--- src/rtl/ivu_pkg.sv ---
package ivu_pkg;
   localparam int TYPE_W = 4;
   localparam int IDX_W  = 5;

   typedef enum logic [TYPE_W-1:0] {
      IT_CRIT  = 4'd0,
      IT_MCHK  = 4'd1,
      IT_DSTOR = 4'd2,
      IT_ISTOR = 4'd3,
      IT_EXT   = 4'd4,
      IT_ALIGN = 4'd5,
      IT_PROG  = 4'd6,
      IT_FPU   = 4'd7,
      IT_SCALL = 4'd8,
      IT_DTLB  = 4'd9
   } itype_e;

   localparam int DEF_TYPES = 10;
   localparam logic [DEF_TYPES-1:0] DEF_UNSUP = 10'b00_1000_0000;

   typedef enum logic [IDX_W-1:0] {
      SR_BASE  = 5'd16,
      SR_RPC   = 5'd17,
      SR_RMSW  = 5'd18,
      SR_CPC   = 5'd19,
      SR_CMSW  = 5'd20,
      SR_MPC   = 5'd21,
      SR_MMSW  = 5'd22,
      SR_MADDR = 5'd23,
      SR_SYN   = 5'd24,
      SR_FADDR = 5'd25
   } sr_idx_e;

   typedef enum logic [1:0] {
      PAIR_STD  = 2'd0,
      PAIR_CRIT = 2'd1,
      PAIR_MCHK = 2'd2
   } pair_e;
endpackage

--- src/rtl/ivu_offset_bank.sv ---
module ivu_offset_bank
   import ivu_pkg::*;
#(
   parameter int                   N_TYPES = DEF_TYPES,
   parameter int                   OFS_W   = 12,
   parameter logic [N_TYPES-1:0]   UNSUP   = DEF_UNSUP
) (
   input  logic              clk,
   input  logic              wr_en,
   input  logic [TYPE_W-1:0] wr_slot,
   input  logic [OFS_W-1:0]  wr_field,
   input  logic [TYPE_W-1:0] sel_type,
   output logic              sel_ok,
   output logic [OFS_W-1:0]  sel_field,
   input  logic [TYPE_W-1:0] rd_slot,
   output logic [OFS_W-1:0]  rd_field
);
   logic [N_TYPES-1:0][OFS_W-1:0] slot_q;

   for (genvar g = 0; g < N_TYPES; g++) begin : g_slot
      if (UNSUP[g]) begin : g_absent
         assign slot_q[g] = '0;
      end else begin : g_present
         logic [OFS_W-1:0] q;
         always_ff @(posedge clk) begin
            if (wr_en && wr_slot == TYPE_W'(g)) q <= wr_field;
         end
         assign slot_q[g] = q;
      end
   end

   always_comb begin
      sel_ok    = 1'b0;
      sel_field = '0;
      rd_field  = '0;
      for (int i = 0; i < N_TYPES; i++) begin
         if (sel_type == TYPE_W'(i) && !UNSUP[i]) begin
            sel_ok    = 1'b1;
            sel_field = slot_q[i];
         end
         if (rd_slot == TYPE_W'(i)) rd_field = slot_q[i];
      end
   end
endmodule

--- src/rtl/ivu_capture.sv ---
module ivu_capture
   import ivu_pkg::*;
#(
   parameter int ADDR_W = 64,
   parameter int MSW_W  = 32,
   parameter int SYN_W  = 32,
   localparam int KIND_W = $clog2(SYN_W)
) (
   input  logic              clk,
   input  logic              rst_n,
   input  logic              take,
   input  pair_e             pair,
   input  logic [TYPE_W-1:0] cap_type,
   input  logic [ADDR_W-1:0] cap_pc,
   input  logic [MSW_W-1:0]  cap_msw,
   input  logic [ADDR_W-1:0] cap_faddr,
   input  logic [KIND_W-1:0] cap_kind,
   input  logic              cap_ext,
   input  logic              wr_en,
   input  logic [IDX_W-1:0]  wr_idx,
   input  logic [ADDR_W-1:0] wr_data,
   input  logic [IDX_W-1:0]  rd_idx,
   output logic [ADDR_W-1:0] rd_data,
   output logic [ADDR_W-1:0] mc_pc,
   output logic [MSW_W-1:0]  mc_msw
);
   logic [ADDR_W-1:0] rpc_q, cpc_q, mpc_q, maddr_q, faddr_q;
   logic [MSW_W-1:0]  rmsw_q, cmsw_q, mmsw_q;
   logic [SYN_W-1:0]  syn_q;

   logic w_rpc, w_rmsw, w_cpc, w_cmsw, w_mpc, w_mmsw, w_maddr, w_syn, w_faddr;
   assign w_rpc   = wr_en && wr_idx == SR_RPC;
   assign w_rmsw  = wr_en && wr_idx == SR_RMSW;
   assign w_cpc   = wr_en && wr_idx == SR_CPC;
   assign w_cmsw  = wr_en && wr_idx == SR_CMSW;
   assign w_mpc   = wr_en && wr_idx == SR_MPC;
   assign w_mmsw  = wr_en && wr_idx == SR_MMSW;
   assign w_maddr = wr_en && wr_idx == SR_MADDR;
   assign w_syn   = wr_en && wr_idx == SR_SYN;
   assign w_faddr = wr_en && wr_idx == SR_FADDR;

   logic c_std, c_crit, c_mchk, c_syn, c_maddr, c_faddr, fault_type;
   assign fault_type = cap_type == IT_DSTOR || cap_type == IT_ALIGN || cap_type == IT_DTLB;
   assign c_std   = take && pair == PAIR_STD;
   assign c_crit  = take && pair == PAIR_CRIT;
   assign c_mchk  = take && pair == PAIR_MCHK;
   assign c_syn   = take && pair != PAIR_MCHK;
   assign c_maddr = c_mchk && !cap_ext;
   assign c_faddr = take && fault_type;

   always_ff @(posedge clk or negedge rst_n) begin
      if (!rst_n) begin
         rpc_q <= '0; rmsw_q <= '0; cpc_q <= '0; cmsw_q <= '0;
         mpc_q <= '0; mmsw_q <= '0; maddr_q <= '0; syn_q <= '0; faddr_q <= '0;
      end else begin
         if (c_std) begin
            rpc_q <= cap_pc; rmsw_q <= cap_msw;
         end else begin
            if (w_rpc)  rpc_q  <= wr_data;
            if (w_rmsw) rmsw_q <= wr_data[MSW_W-1:0];
         end
         if (c_crit) begin
            cpc_q <= cap_pc; cmsw_q <= cap_msw;
         end else begin
            if (w_cpc)  cpc_q  <= wr_data;
            if (w_cmsw) cmsw_q <= wr_data[MSW_W-1:0];
         end
         if (c_mchk) begin
            mpc_q <= cap_pc; mmsw_q <= cap_msw;
         end else begin
            if (w_mpc)  mpc_q  <= wr_data;
            if (w_mmsw) mmsw_q <= wr_data[MSW_W-1:0];
         end
         if (c_maddr)      maddr_q <= cap_faddr;
         else if (w_maddr) maddr_q <= wr_data;
         if (c_syn)        syn_q   <= SYN_W'(1) << cap_kind;
         else if (w_syn)   syn_q   <= wr_data[SYN_W-1:0];
         if (c_faddr)      faddr_q <= cap_faddr;
         else if (w_faddr) faddr_q <= wr_data;
      end
   end

   always_comb begin
      rd_data = '0;
      case (rd_idx)
         SR_RPC:   rd_data = rpc_q;
         SR_RMSW:  rd_data = ADDR_W'(rmsw_q);
         SR_CPC:   rd_data = cpc_q;
         SR_CMSW:  rd_data = ADDR_W'(cmsw_q);
         SR_MPC:   rd_data = mpc_q;
         SR_MMSW:  rd_data = ADDR_W'(mmsw_q);
         SR_MADDR: rd_data = maddr_q;
         SR_SYN:   rd_data = ADDR_W'(syn_q);
         SR_FADDR: rd_data = faddr_q;
         default:  rd_data = '0;
      endcase
   end

   assign mc_pc  = mpc_q;
   assign mc_msw = mmsw_q;

   // a non-machine-check capture leaves exactly one syndrome bit set
   p_syn_onehot_r5: assert property (@(posedge clk) disable iff (!rst_n)
      (take && pair != PAIR_MCHK) |=> ($countones(syn_q) == 1));
   // externally signalled machine check keeps the address register
   p_maddr_hold_r4: assert property (@(posedge clk) disable iff (!rst_n)
      (take && pair == PAIR_MCHK && cap_ext && !w_maddr) |=> $stable(maddr_q));
   // non-fault types keep the fault address
   p_faddr_hold_r6: assert property (@(posedge clk) disable iff (!rst_n)
      (take && !fault_type && !w_faddr) |=> $stable(faddr_q));
   // a standard capture leaves the critical pair alone
   p_pair_iso_r3: assert property (@(posedge clk) disable iff (!rst_n)
      (take && pair == PAIR_STD && !w_cpc && !w_cmsw) |=> ($stable(cpc_q) && $stable(cmsw_q)));
   // capture value wins over a colliding write
   p_cap_wins_r9: assert property (@(posedge clk) disable iff (!rst_n)
      (take && pair == PAIR_STD) |=> (rpc_q == $past(cap_pc)));
endmodule

--- src/rtl/irq_vector_unit.sv ---
module irq_vector_unit
   import ivu_pkg::*;
#(
   parameter int                  ADDR_W     = 64,
   parameter int                  MSW_W      = 32,
   parameter int                  SYN_W      = 32,
   parameter int                  PFX_W      = 16,
   parameter int                  OFS_W      = 12,
   parameter int                  ALIGN_W    = 4,
   parameter int                  N_TYPES    = DEF_TYPES,
   parameter logic [N_TYPES-1:0]  UNSUP_MASK = DEF_UNSUP,
   localparam int                 KIND_W     = $clog2(SYN_W)
) (
   input  logic              clk,
   input  logic              rst_n,
   input  logic              irq_valid,
   input  logic [TYPE_W-1:0] irq_type,
   input  logic [ADDR_W-1:0] irq_pc,
   input  logic [MSW_W-1:0]  irq_msw,
   input  logic [ADDR_W-1:0] irq_fault_addr,
   input  logic [KIND_W-1:0] irq_kind,
   input  logic              irq_ext_mc,
   input  logic              mc_return,
   input  logic              spr_we,
   input  logic [IDX_W-1:0]  spr_idx,
   input  logic [ADDR_W-1:0] spr_wdata,
   output logic [ADDR_W-1:0] spr_rdata,
   output logic              redir_valid,
   output logic [ADDR_W-1:0] redir_addr,
   output logic              msw_load,
   output logic [MSW_W-1:0]  msw_value
);
   localparam int VEC_W   = PFX_W + OFS_W + ALIGN_W;
   localparam int PFX_LSB = OFS_W + ALIGN_W;
   localparam logic [IDX_W-1:0] SLOT_LIM = IDX_W'(N_TYPES);

   if (VEC_W > ADDR_W) begin : g_bad_vec
      $error("vector fields exceed address width");
   end
   if (MSW_W > ADDR_W || SYN_W > ADDR_W) begin : g_bad_word
      $error("state or syndrome wider than data port");
   end
   if (N_TYPES < 2 || N_TYPES > 16) begin : g_bad_types
      $error("type count must lie in 2..16");
   end
   if (UNSUP_MASK[0] || UNSUP_MASK[1]) begin : g_bad_mask
      $error("critical and machine-check slots must be supported");
   end

   logic              sel_ok, slot_hit;
   logic [OFS_W-1:0]  sel_field, bank_rd;
   logic [PFX_W-1:0]  base_q;
   logic [ADDR_W-1:0] vec, cap_rd, mc_pc;
   logic [MSW_W-1:0]  mc_msw;
   logic              take;
   pair_e             pair;

   assign slot_hit = spr_idx < SLOT_LIM;

   ivu_offset_bank #(.N_TYPES(N_TYPES), .OFS_W(OFS_W), .UNSUP(UNSUP_MASK)) u_bank (
      .clk      (clk),
      .wr_en    (spr_we && slot_hit),
      .wr_slot  (spr_idx[TYPE_W-1:0]),
      .wr_field (spr_wdata[ALIGN_W +: OFS_W]),
      .sel_type (irq_type),
      .sel_ok   (sel_ok),
      .sel_field(sel_field),
      .rd_slot  (spr_idx[TYPE_W-1:0]),
      .rd_field (bank_rd)
   );

   always_ff @(posedge clk) begin
      if (spr_we && spr_idx == SR_BASE) base_q <= spr_wdata[PFX_LSB +: PFX_W];
   end

   assign take = irq_valid && sel_ok;
   assign vec  = ADDR_W'({base_q, sel_field, {ALIGN_W{1'b0}}});

   always_comb begin
      pair = PAIR_STD;
      if (irq_type == IT_CRIT)      pair = PAIR_CRIT;
      else if (irq_type == IT_MCHK) pair = PAIR_MCHK;
   end

   ivu_capture #(.ADDR_W(ADDR_W), .MSW_W(MSW_W), .SYN_W(SYN_W)) u_cap (
      .clk      (clk),
      .rst_n    (rst_n),
      .take     (take),
      .pair     (pair),
      .cap_type (irq_type),
      .cap_pc   (irq_pc),
      .cap_msw  (irq_msw),
      .cap_faddr(irq_fault_addr),
      .cap_kind (irq_kind),
      .cap_ext  (irq_ext_mc),
      .wr_en    (spr_we),
      .wr_idx   (spr_idx),
      .wr_data  (spr_wdata),
      .rd_idx   (spr_idx),
      .rd_data  (cap_rd),
      .mc_pc    (mc_pc),
      .mc_msw   (mc_msw)
   );

   always_ff @(posedge clk or negedge rst_n) begin
      if (!rst_n) begin
         redir_valid <= 1'b0;
         msw_load    <= 1'b0;
         redir_addr  <= '0;
         msw_value   <= '0;
      end else begin
         redir_valid <= take || mc_return;
         msw_load    <= !take && mc_return;
         if (take)           redir_addr <= vec;
         else if (mc_return) redir_addr <= mc_pc;
         if (!take && mc_return) msw_value <= mc_msw;
      end
   end

   always_comb begin
      if (slot_hit)                spr_rdata = ADDR_W'({bank_rd, {ALIGN_W{1'b0}}});
      else if (spr_idx == SR_BASE) spr_rdata = ADDR_W'({base_q, {PFX_LSB{1'b0}}});
      else                         spr_rdata = cap_rd;
   end

   // interrupt redirects are aligned and confined to the vector field width
   p_vec_align_r1: assert property (@(posedge clk) disable iff (!rst_n)
      (redir_valid && !msw_load) |-> (redir_addr[ALIGN_W-1:0] == '0 && (redir_addr >> VEC_W) == '0));
   // a rejected request with no return pending yields no redirect
   p_unsup_quiet_r2: assert property (@(posedge clk) disable iff (!rst_n)
      (irq_valid && !sel_ok && !mc_return) |=> !redir_valid);
   // a lone return restores both PC and state
   p_return_r7: assert property (@(posedge clk) disable iff (!rst_n)
      (mc_return && !take) |=> (redir_valid && msw_load));
   // an accepted interrupt suppresses the state restore
   p_irq_wins_r7: assert property (@(posedge clk) disable iff (!rst_n)
      take |=> (redir_valid && !msw_load));
endmodule

--- config.mk ---
export PLATFORM = sky130hd
export DESIGN_NAME = irq_vector_unit
export DESIGN_NICKNAME = d
export VERILOG_FILES = /design/src/rtl/ivu_pkg.sv /design/src/rtl/ivu_offset_bank.sv /design/src/rtl/ivu_capture.sv /design/src/rtl/irq_vector_unit.sv
export SDC_FILE = /design/constraint.sdc
export NUM_CORES = 1
export LEC_CHECK = 0
export CORE_UTILIZATION = 55
export CTS_CLUSTER_DIAMETER = 80
export DETAILED_ROUTE_END_ITERATION = 6
export DONT_BUFFER_PORTS = 1
export PLACE_DENSITY_LB_ADDON = 0.3
export SETUP_SLACK_MARGIN = 0.02
export SLEW_MARGIN = 20
export SYNTH_ARGS = -nofsm -noshare
export SYNTH_HDL_FRONTEND = slang
export SYNTH_SLANG_ARGS = --single-unit
--- constraint.sdc ---
create_clock -name clk -period 5.45 [get_ports clk]
set_input_delay 1.09 -clock clk [delete_from_list [all_inputs] [get_ports clk]]
set_output_delay 1.09 -clock clk [all_outputs]
set_load 0.05 [all_outputs]
Yosys cells after proc, flatten, opt, wreduce, memory -nomap -nowiden
Cells that the tools add are included.
{"block": "classes", "magnitude_cmp": 1, "addsub": 0, "div": 0, "shift": 1, "muxes": 53, "bitwise_logic": 0, "n_reduce_logical": 46, "mul": 0, "eq_ne": 30}
{"op": "$mux W64", "n": 14}
{"op": "$pmux W64 S9", "n": 1}
{"op": "$mux W32", "n": 8}
{"op": "$mux W12", "n": 19}
{"op": "$eq A5 B5 Y1 const B", "n": 10}
{"op": "$shl A1 B5 Y32 const A", "n": 1}
{"op": "$eq A4 B3 Y1 const B", "n": 7}
{"op": "$logic_and A1 B1 Y1", "n": 28}
{"op": "$reduce_bool A2 Y1", "n": 10}
{"op": "$eq A4 B2 Y1 const B", "n": 4}
{"op": "$eq A4 B4 Y1 const B", "n": 4}
{"op": "$mux W1", "n": 9}
{"op": "$eq A4 B1 Y1 const B", "n": 2}
{"op": "$logic_not A4 Y1", "n": 2}
{"op": "$lt A5 B4 Y1 const B", "n": 1}
{"op": "$mux W2", "n": 2}
{"op": "$logic_or A1 B1 Y1", "n": 3}
{"op": "$eq A2 B1 Y1 const B", "n": 1}
{"op": "$eq A2 B2 Y1 const B", "n": 1}
{"op": "$logic_not A1 Y1", "n": 2}
{"op": "$logic_not A2 Y1", "n": 1}
{"op": "$ne A2 B2 Y1 const B", "n": 1}
{"block": "totals", "word_cells": 154, "ram_bits": 0, "in_bits": 244, "regBits": 670, "latchBits": 0, "mem_bits_ro": 0, "output_inout_bits": 162, "mem_count": 0}

Depth between registers and ports, before layout
Gate-level depths: netlist (run 1).
{"block": "logic_depth", "ltp_word": 14, "ltp_mapped": 9, "mapped_depth_nobuf": 5}

By module
Synthesis (run 1) repeated with hierarchy kept, for this count alone.
{"block": "unflattened", "hier_cells": 3458, "area_unflattened_um2": 33852.5}
{"mod": "ivu_capture", "area_each_um2": 23307.4, "cells_per_inst": 2626, "seq_area_each_um2": 11210.8, "instances": 1}
{"mod": "ivu_offset_bank", "area_each_um2": 5477.8, "cells_per_inst": 423, "seq_area_each_um2": 3243.1, "instances": 1}
{"mod": "irq_vector_unit", "area_each_um2": 5067.4, "cells_per_inst": 409, "seq_area_each_um2": 2932.8, "instances": 1}

Least setup slack after synthesis (run 1)
OpenSTA, ideal clock, no wires.
{"block": "synth_path", "path_type": "input to output", "startpoint": "input spr_idx[0]", "endpoint": "output spr_rdata[10]", "arrival_ps": 2757, "path_slack_ps": 1603, "stages": 8, "path_buffers": 3, "t_required_ps": 4360, "path_cell_list": "buf_2 or2_2 buf_2 nor3b_1 buf_2 a21oi_1 o2111ai_1 nand4_1"}
{"block": "synth_between", "elab_chain_cells": 12, "elab_cells_between_ends": 34, "classes_between": "1 x order compare; 19 x eq/ne; 13 x mux; 1 x reduce/logical"}
{"element": "start: declaration", "line_no": "irq_vector_unit.sv:25", "rtl": "input logic [IDX_W-1:0] spr_idx,"}
{"element": "$logic_not A4 Y1", "line_no": "ivu_offset_bank.sv:41", "rtl": "if (rd_slot == TYPE_W'(i)) rd_field = slot_q[i];"}
{"element": "$mux W12 (10 in series)", "line_no": "ivu_offset_bank.sv:41"}
{"element": "$mux W64 (*)", "line_no": "irq_vector_unit.sv:121", "rtl": "if (slot_hit) spr_rdata = ADDR_W'({bank_rd, {ALIGN_W{1'b0}}});"}
{"element": "end: declaration", "line_no": "irq_vector_unit.sv:27", "rtl": "output logic [ADDR_W-1:0] spr_rdata,"}
Mark *: on every way between the ends. The rest lies on a longest branch, timed or not.

Worst setup path in the final report (run 1)
{"block": "layout_path", "startpoint": "input spr_idx[2]", "endpoint": "output spr_rdata[2]"}
{"block": "layout_between", "elab_chain_cells": 4, "elab_cells_between_ends": 14, "classes_between": "1 x order compare; 10 x eq/ne; 3 x mux"}
{"element": "$eq A5 B5 Y1", "line_no": "ivu_capture.sv:85", "rtl": "case (rd_idx)"}
{"element": "$pmux W64 S9", "line_no": "ivu_capture.sv:85"}
{"element": "$mux W64", "line_no": "irq_vector_unit.sv:122", "rtl": "else if (spr_idx == SR_BASE) spr_rdata = ADDR_W'({base_q, {PFX_LSB{1'b0}}});"}
{"element": "$mux W64 (*)", "line_no": "irq_vector_unit.sv:121"}
Marks and branches as above.

==> metrics.md, run 1 <==
| Metric | Value |
|---|---|
| Outcome | `finished with violations` |
| Failing checks | `design-rule violations, max-slew violations` |
| 1st-iter DRT viols | `approximately 3,300` |
| Largest net degree at the start of global routing | `between 500 and 600` |
| DR vias | `~26,000` |
| Worst slew pin tran | `between 1.5 and 2 ns` |
| Clock Sinks | `670` |
| XOR/XNOR share of the synthesized area | `0.000263` |
| Final Setup Violations | `0` |
| Final Hold Viols | `0` |
| Tcrit/Tclk final | `0.850` |
| Syn nets | `about 3,400` |
| Crit end category | `output pin` |
| CTS tree | `done` |
| Avg Inst Size Synth | `10.5 µm²` |
| DRC | `12` |
| Critical path origin | `spr_idx[2]` |
| Clk_lat worst skew | `about 0.63 ns` |
| Top-count cell post-synth | `dfrtp_1` |
| Worst slew margin | `-0.133` |
| Port buffer count | `0` |
| Share of the synthesized area in the top cell type | `0.410` |
| Chip Width | `approximately 250 µm` |
| Layout cells sized above 1 | `0.0833` |
| WHS | `approximately 0.17 ns` |
| All-layer global routing usage | `0.362` |
| Fillers | `around 4,700` |
| Routed WL | `between 100 and 150 mm` |
| Post-layout util | `0.609` |
| Setup Crit Path Kind | `in -> out` |
| Leak | `roughly 17 nW` |
| Synth Area in Adders | `0` |
| Routed Antenna Nets | `0` |
| Largest cells by area after synthesis | `dfrtp_1 (41%), mux2i_1 (16%), edfxtp_1 (11%), o21ai_0 (5.6%), nand2_1 (4.7%)` |
| Mux contribution to synthesized area | `0.181` |
| Root buf cell | `clkbuf_16` |
| Initial Util | `0.561` |
| Worst reg2reg setup slack | `3.98 ns` |
| Yosys reg bits | `670` |
| Highest metal used | `met4` |
| Resized cells post-CTS | `0` |
| Worst Path Max Fanout | `36` |
| Setup TNS | `0 ns` |
| Commonest cells post-synth | `dfrtp_1 (546), mux2i_1 (529), nand2_1 (415)` |
| Average wire per standard cell | `29.3 µm` |
| Crit path time final | `4.63 ns` |
| H-tree depth | `3` |
| Pre-antenna DRT Iters | `7` |
| Final Max Slew Viols | `130` |
| Final Skew | `approximately 0.012 ns` |
| CP startpoint kind | `input pin` |
| Met2 Routed Length | `49.8 mm` |
| Initial antenna violation count | `1` |
| Fraction of registers with async set/reset | `0.815` |
| RR Startpoint | `u_bank.g_slot[3].g_present.q[3]` |
| Yosys warns | `0` |
| First-pass GRT wire length | `~170 mm` |
| Top FF cell, synth | `dfrtp_1` |
| DIE AREA | `0.0615 mm²` |
| Rows | `89` |
| Peak VDD IR | `0.304 mV` |
| Max-Cap Viols | `0` |
| RSZ-0062 raised after global routing | `false` |
| Post-Synth Simple-Gate Area | `0.0927` |
| WP data arrival | `3.54 ns` |
| RD Place Congestion | `between 0.9 and 1` |
| Main combinational cell family by area after synthesis | `multiplexers` |
| CTS Buffer Depth | `3` |
| Die H | `roughly 250 µm` |
| CTS Hold Bufs | `0` |
| Nets | `around 3,300` |
| Critical Path RT | `about 4.4 ns` |
| Post-CTS setup buffers | `0` |
| Vias in the first global route | `25,827` |
| R2r worst-path depth | `4` |
| WL met3 | `14.1 mm` |
| Global route overflow | `0` |
| Pwr/cell area | `399 mW/mm²` |
| # IOs | `around 410` |
| Antenna fix cells | `0` |
| Mapped Area | `0.0333 mm²` |
| Post-synthesis cell type count | `56` |
| Area growth syn-to-layout | `8.55%` |
| Synth Instances | `roughly 3,200` |
| Compound-Gate Fraction of Synth Area | `0.163` |
| FF-to-FF End | `redir_addr[7]` |
| Reg clk slew, reported paths | `approximately 0.06 ns` |
| Fmax | `between 0.2 and 0.25 GHz` |
| WL met1 | `approximately 44 mm` |
| Post-synthesis sequential area ratio | `0.522` |
| Post-synth EDFFs | `about 120` |
| Type of the tightest min-delay check | `in -> async` |
| Yosys top cell by area | `dfrtp_1` |
| CTS Buf Count | `75` |
| Core box area | `a little under 0.06 mm²` |
| DR vias/cell | `a little under 7` |
| Dpl hpwl | `70.5 mm` |
[state kept, by name, summed over array words and instances, names as in the netlist]
name	flops
u_cap.mc_msw	32
msw_load	1
u_cap.mc_pc	64
redir_valid	1
redir_addr	64
u_cap.cmsw_q	32
u_cap.rmsw_q	32
msw_value	32
u_cap.faddr_q	64
u_cap.syn_q	32
u_cap.rpc_q	64
u_bank.g_slot.g_present.q	108
u_cap.maddr_q	64
u_cap.cpc_q	64
base_q	16
[how the worst max path moves through the flow]
stage                               end
after floorplan           spr_rdata[10]
after global placement     spr_rdata[2]
after detailed placement   spr_rdata[2]
after CTS                  spr_rdata[2]
after global routing       spr_rdata[2]
final                      spr_rdata[2]
[metal layers]
metal | GRT usage | up-vias
met5 | 0 | -
met4 | 0.155 | 0
met3 | 0.111 | 315
met2 | 0.540 | 1679
met1 | 0.489 | 12996
li1 | - | 11218
[worst max-delay path: stages]
cell,delay [ns]
nand2b_1,0.27
nor2_4,0.63
buf_4,0.63
a222oi_1,0.23
and3_1,0.22
nand2_1,0.43
[through the flow]
step / worst slack, ns / instance area, µm² / power (W) / cells
floorplan: 1.60 / 33300 / 0.00861 / 3178
global placement: 0.988 / 33500 / 0.00902 / 3718
detailed placement: 0.913 / 33600 / 0.00915 / 3718
CTS: 0.905 / 36100 / 0.0144 / 3857
global route: 0.810 / 36100 / 0.0149 / 3857
finish: 0.818 / 36100 / 0.0144 / 3857
[report_power, final]
part	leakage (nW)	switching [W]	total [W]	internal [W]
sequential	7.83	0.00136	0.00741	0.00605
clock	1.26	0.00216	0.00531	0.00315
combinational	8.20	0.000939	0.00171	0.000767
[area by class of cell]
cell class	instances	area, µm²	area share
clock inverters	40	477	0.0132
clock buffers	99	2090	0.0579
repair buffers	59	531	0.0147
flip-flops and latches	670	17400	0.481
well taps	773	967	0.0268
multi-input cells	2212	14700	0.406
inverters	4	15.0	0.000415
[cell usage in the layout, fill, tap and decap left out, types with 17 or more instances in the layout]
| cell type | synthesis | final |
|---|---|---|
| nor2_1 | 184 | 180 |
| and3_1 | 31 | 30 |
| mux2i_1 | 529 | 529 |
| a21oi_1 | 212 | 212 |
| a22oi_1 | 171 | 171 |
| nand2_1 | 415 | 412 |
| edfxtp_1 | 124 | 124 |
| a222oi_1 | 48 | 48 |
| mux2_4 | 19 | 19 |
| dfrtp_1 | 546 | 546 |
| nand3_1 | 18 | 18 |
| buf_4 | 23 | 52 |
| o21a_1 | 18 | 17 |
| clkbuf_16 | 0 | 78 |
| o21ai_0 | 370 | 370 |
[kinds of logic (layout without fill, tap and decap cells)]
group / after synthesis / count (layout)
xor gates and xnor gates: 1 / 1
muxes: 580 / 580
DFF: 670 / 670
buffers and inverters: 296 / 202
AOI/OAI and AO/OA: 901 / 901
and+or+nand+nor: 730 / 730
No activity file was read; power rests on OpenSTA's default activity.
==> run 2: changes to the inputs <==
Clock period 5.45 ns to 4 ns, I/O delays scaled along.
==> metrics.md, run 2 (synthesized netlist as in run 1, its figures left out) <==
| Metric | Value |
|---|---|
| CTS Buffer Depth | `3 (unchanged)` |
| Final Max Slew Viols | `0 (-100%)` |
| Clk_lat worst skew | `0.63 ns (about the same)` |
| Die H | `248 µm (unchanged)` |
| All-layer global routing usage | `0.352 (-0.0100)` |
| Critical path buffers and inverters | `2 (+1)` |
| Outcome | `finished with violations` |
| Multi-input gate area | `0.0147 mm² (about the same)` |
| Setup TNS | `0 ns (unchanged)` |
| Worst Path Max Fanout | `17 (-53%)` |
| Most Frequent Cell on Critical Path | `buf_4` |
| Critical path origin | `spr_idx[2]` |
| Routed WL | `110 mm (-2.6%)` |
| Slowest stage delay, CP | `0.62 ns (about the same)` |
| Root buf cell | `clkbuf_16` |
| Biggest register | `u_bank.g_slot.g_present.q` |
| Post-CTS setup buffers | `0 (unchanged)` |
| WP data arrival | `2.85 ns (-0.69 ns)` |
| Failing checks | `design-rule violations, negative hold slack` |
| Pwr/cell area | `530 mW/mm² (+33%)` |
| Setup Crit Path Kind | `in -> out` |
| Global route overflow | `0 (unchanged)` |
| FF/Latch Area | `0.0174 mm² (unchanged)` |
| Crit end category | `output pin` |
| First-pass GRT wire length | `162 mm (-2.1%)` |
| Sequential share of power | `0.522 (+0.008)` |
| Resized cells post-CTS | `0 (unchanged)` |
| Design Power | `0.0193 W (+34%)` |
| # IOs | `406 (unchanged)` |
| CTS Buf Count | `73 (-2.7%)` |
| Critical Path RT | `3.20 ns (-1.16 ns)` |
| RR Startpoint | `u_bank.g_slot[2].g_present.q[2]` |
| 1st-iter DRT viols | `3,341 (+0.88%)` |
| Largest net degree at the start of global routing | `547 (unchanged)` |
| Critical Path, Cell by Cell | `nand2b_1 > nor2_4 > buf_4 > a22oi_1 > and3_1 > nand3_1 > buf_4` |
| Initial Util | `0.561 (unchanged)` |
| Vias in the first global route | `25,890 (+0.24%)` |
| Dpl hpwl | `68.3 mm (-3.2%)` |
| P_sw | `0.00595 W (+33%)` |
| Leak | `17.5 nW (+1.2%)` |
| RD Place Congestion | `0.958 (about the same)` |
| Switch share | `0.308 (-0.00160)` |
| Area growth syn-to-layout | `9.60%` |
| Largest register FFs | `108 (unchanged)` |
| Fillers | `4,635 (-1.6%)` |
| Max-Cap Viols | `0 (unchanged)` |
| Port buffer count | `0 (unchanged)` |
| Fmax | `0.274 GHz` |
| Chip Width | `248 µm (unchanged)` |
| Cell Int Power | `0.0134 W (+34%)` |
| Core box area | `0.0594 mm² (unchanged)` |
| Leading cell type in the layout, fill and taps excluded | `dfrtp_1` |
| Pre-antenna DRT Iters | `7 (unchanged)` |
| Worst slew pin tran | `1.23 ns (-0.470 ns)` |
| Nets | `3,304 (+1.2%)` |
| Rows | `89 (unchanged)` |
| Layout cells sized above 1 | `0.0927 (+0.00941)` |
| Worst setup margin | `0.351 ns (-0.467 ns)` |
| Final Skew | `0.0148 ns (+0.00273 ns)` |
| CTS tree | `done` |
| Clock power share | `0.355 (-0.013)` |
| Clock Sinks | `670 (unchanged)` |
| WHS | `-0.128 ns (-0.294 ns)` |
| Commonest non-fill, non-tap cells in the layout | `dfrtp_1 (546), mux2i_1 (529), nand2_1 (412)` |
| Combinational power share | `0.123 (+0.005)` |
| RSZ-0062 raised after global routing | `false` |
| CP top delay family | `simple AND/OR/NAND/NOR gates` |
| H-tree depth | `3 (unchanged)` |
| DR vias/cell | `6.78 (-0.19%)` |
| Reg clk slew, reported paths | `0.07 ns (about the same)` |
| DRC | `10 (-2)` |
| Routed Antenna Nets | `0 (unchanged)` |
| DR vias | `26,388 (+0.69%)` |
| Initial antenna violation count | `3 (+2)` |
| Type of the tightest min-delay check | `in -> async` |
| CP startpoint kind | `input pin` |
| Peak VDD IR | `0.390 mV (+28%)` |
| Tcrit/Tclk final | `0.912` |
| Worst slew margin | `0.178 (+0.311)` |
| Crit path time final | `between 3 and 4 ns` |
| Slowest-stage cell, CP | `nor2_4` |
| Average wire per standard cell | `28.3 µm (-3.4%)` |
| Post-Place Worst Slack | `0.419 ns (-0.494 ns)` |
| DIE AREA | `0.0615 mm² (unchanged)` |
| Final Hold Viols | `71 (+71)` |
| Final Setup Violations | `0 (unchanged)` |
run 2: path summary, 6_finish.rpt:
kind                                         to  slack (ns)  cells after the start
min in group clk                      base_q[9]        0.27                      0
worst max-delay path              spr_rdata[21]        0.35                      7
worst max register to register    redir_addr[6]        2.56                      5
worst min register to register   redir_addr[22]        0.49                      2
worst min-delay path            u_cap.cpc_q[34]       -0.13                      0
max in group asynchronous         redir_addr[8]        3.17                      0
run 2: cell type report:
cell class | count | share of cell area
sequential | 670 | 0.477
multi-input combinational | 2212 | 0.402
clock buffer | 97 | 0.0568
timing repair buffer | 99 | 0.0283
tap | 773 | 0.0265
clock inverter | 34 | 0.00943
inverter | 4 | 0.000412
antenna | 2 | 0.000137
run 2: power by group through the flow:
stage                     sequential (W)  clock, W  combinational (W)
final                             0.0101   0.00686            0.00239
after global routing              0.0102   0.00721            0.00263
after CTS                         0.0100   0.00693            0.00238
after detailed placement          0.0102         0            0.00237
after global placement            0.0101         0            0.00224
after floorplan                  0.00976         0            0.00198
run 2: routing by layer:
layer,GRT usage,vias up,wire length [µm]
met5,0,-,0
met4,0.158,0,4890
met2,0.533,1671,49600
met1,0.468,13129,42500
li1,-,11290,-
met3,0.104,298,13000
run 2: per-stage QoR:
| stage | cell area [µm²] | cells | hold WS [ns] | util |
|---|---|---|---|---|
| global placement | 34000 | 3758 | 0.463 | 0.574 |
| floorplan | 33300 | 3178 | 0.452 | - |
| detailed placement | 34000 | 3758 | 0.473 | 0.574 |
| CTS | 36500 | 3889 | -0.143 | 0.614 |
| finish | 36500 | 3891 | -0.128 | 0.615 |
| global route | 36500 | 3889 | -0.139 | 0.615 |
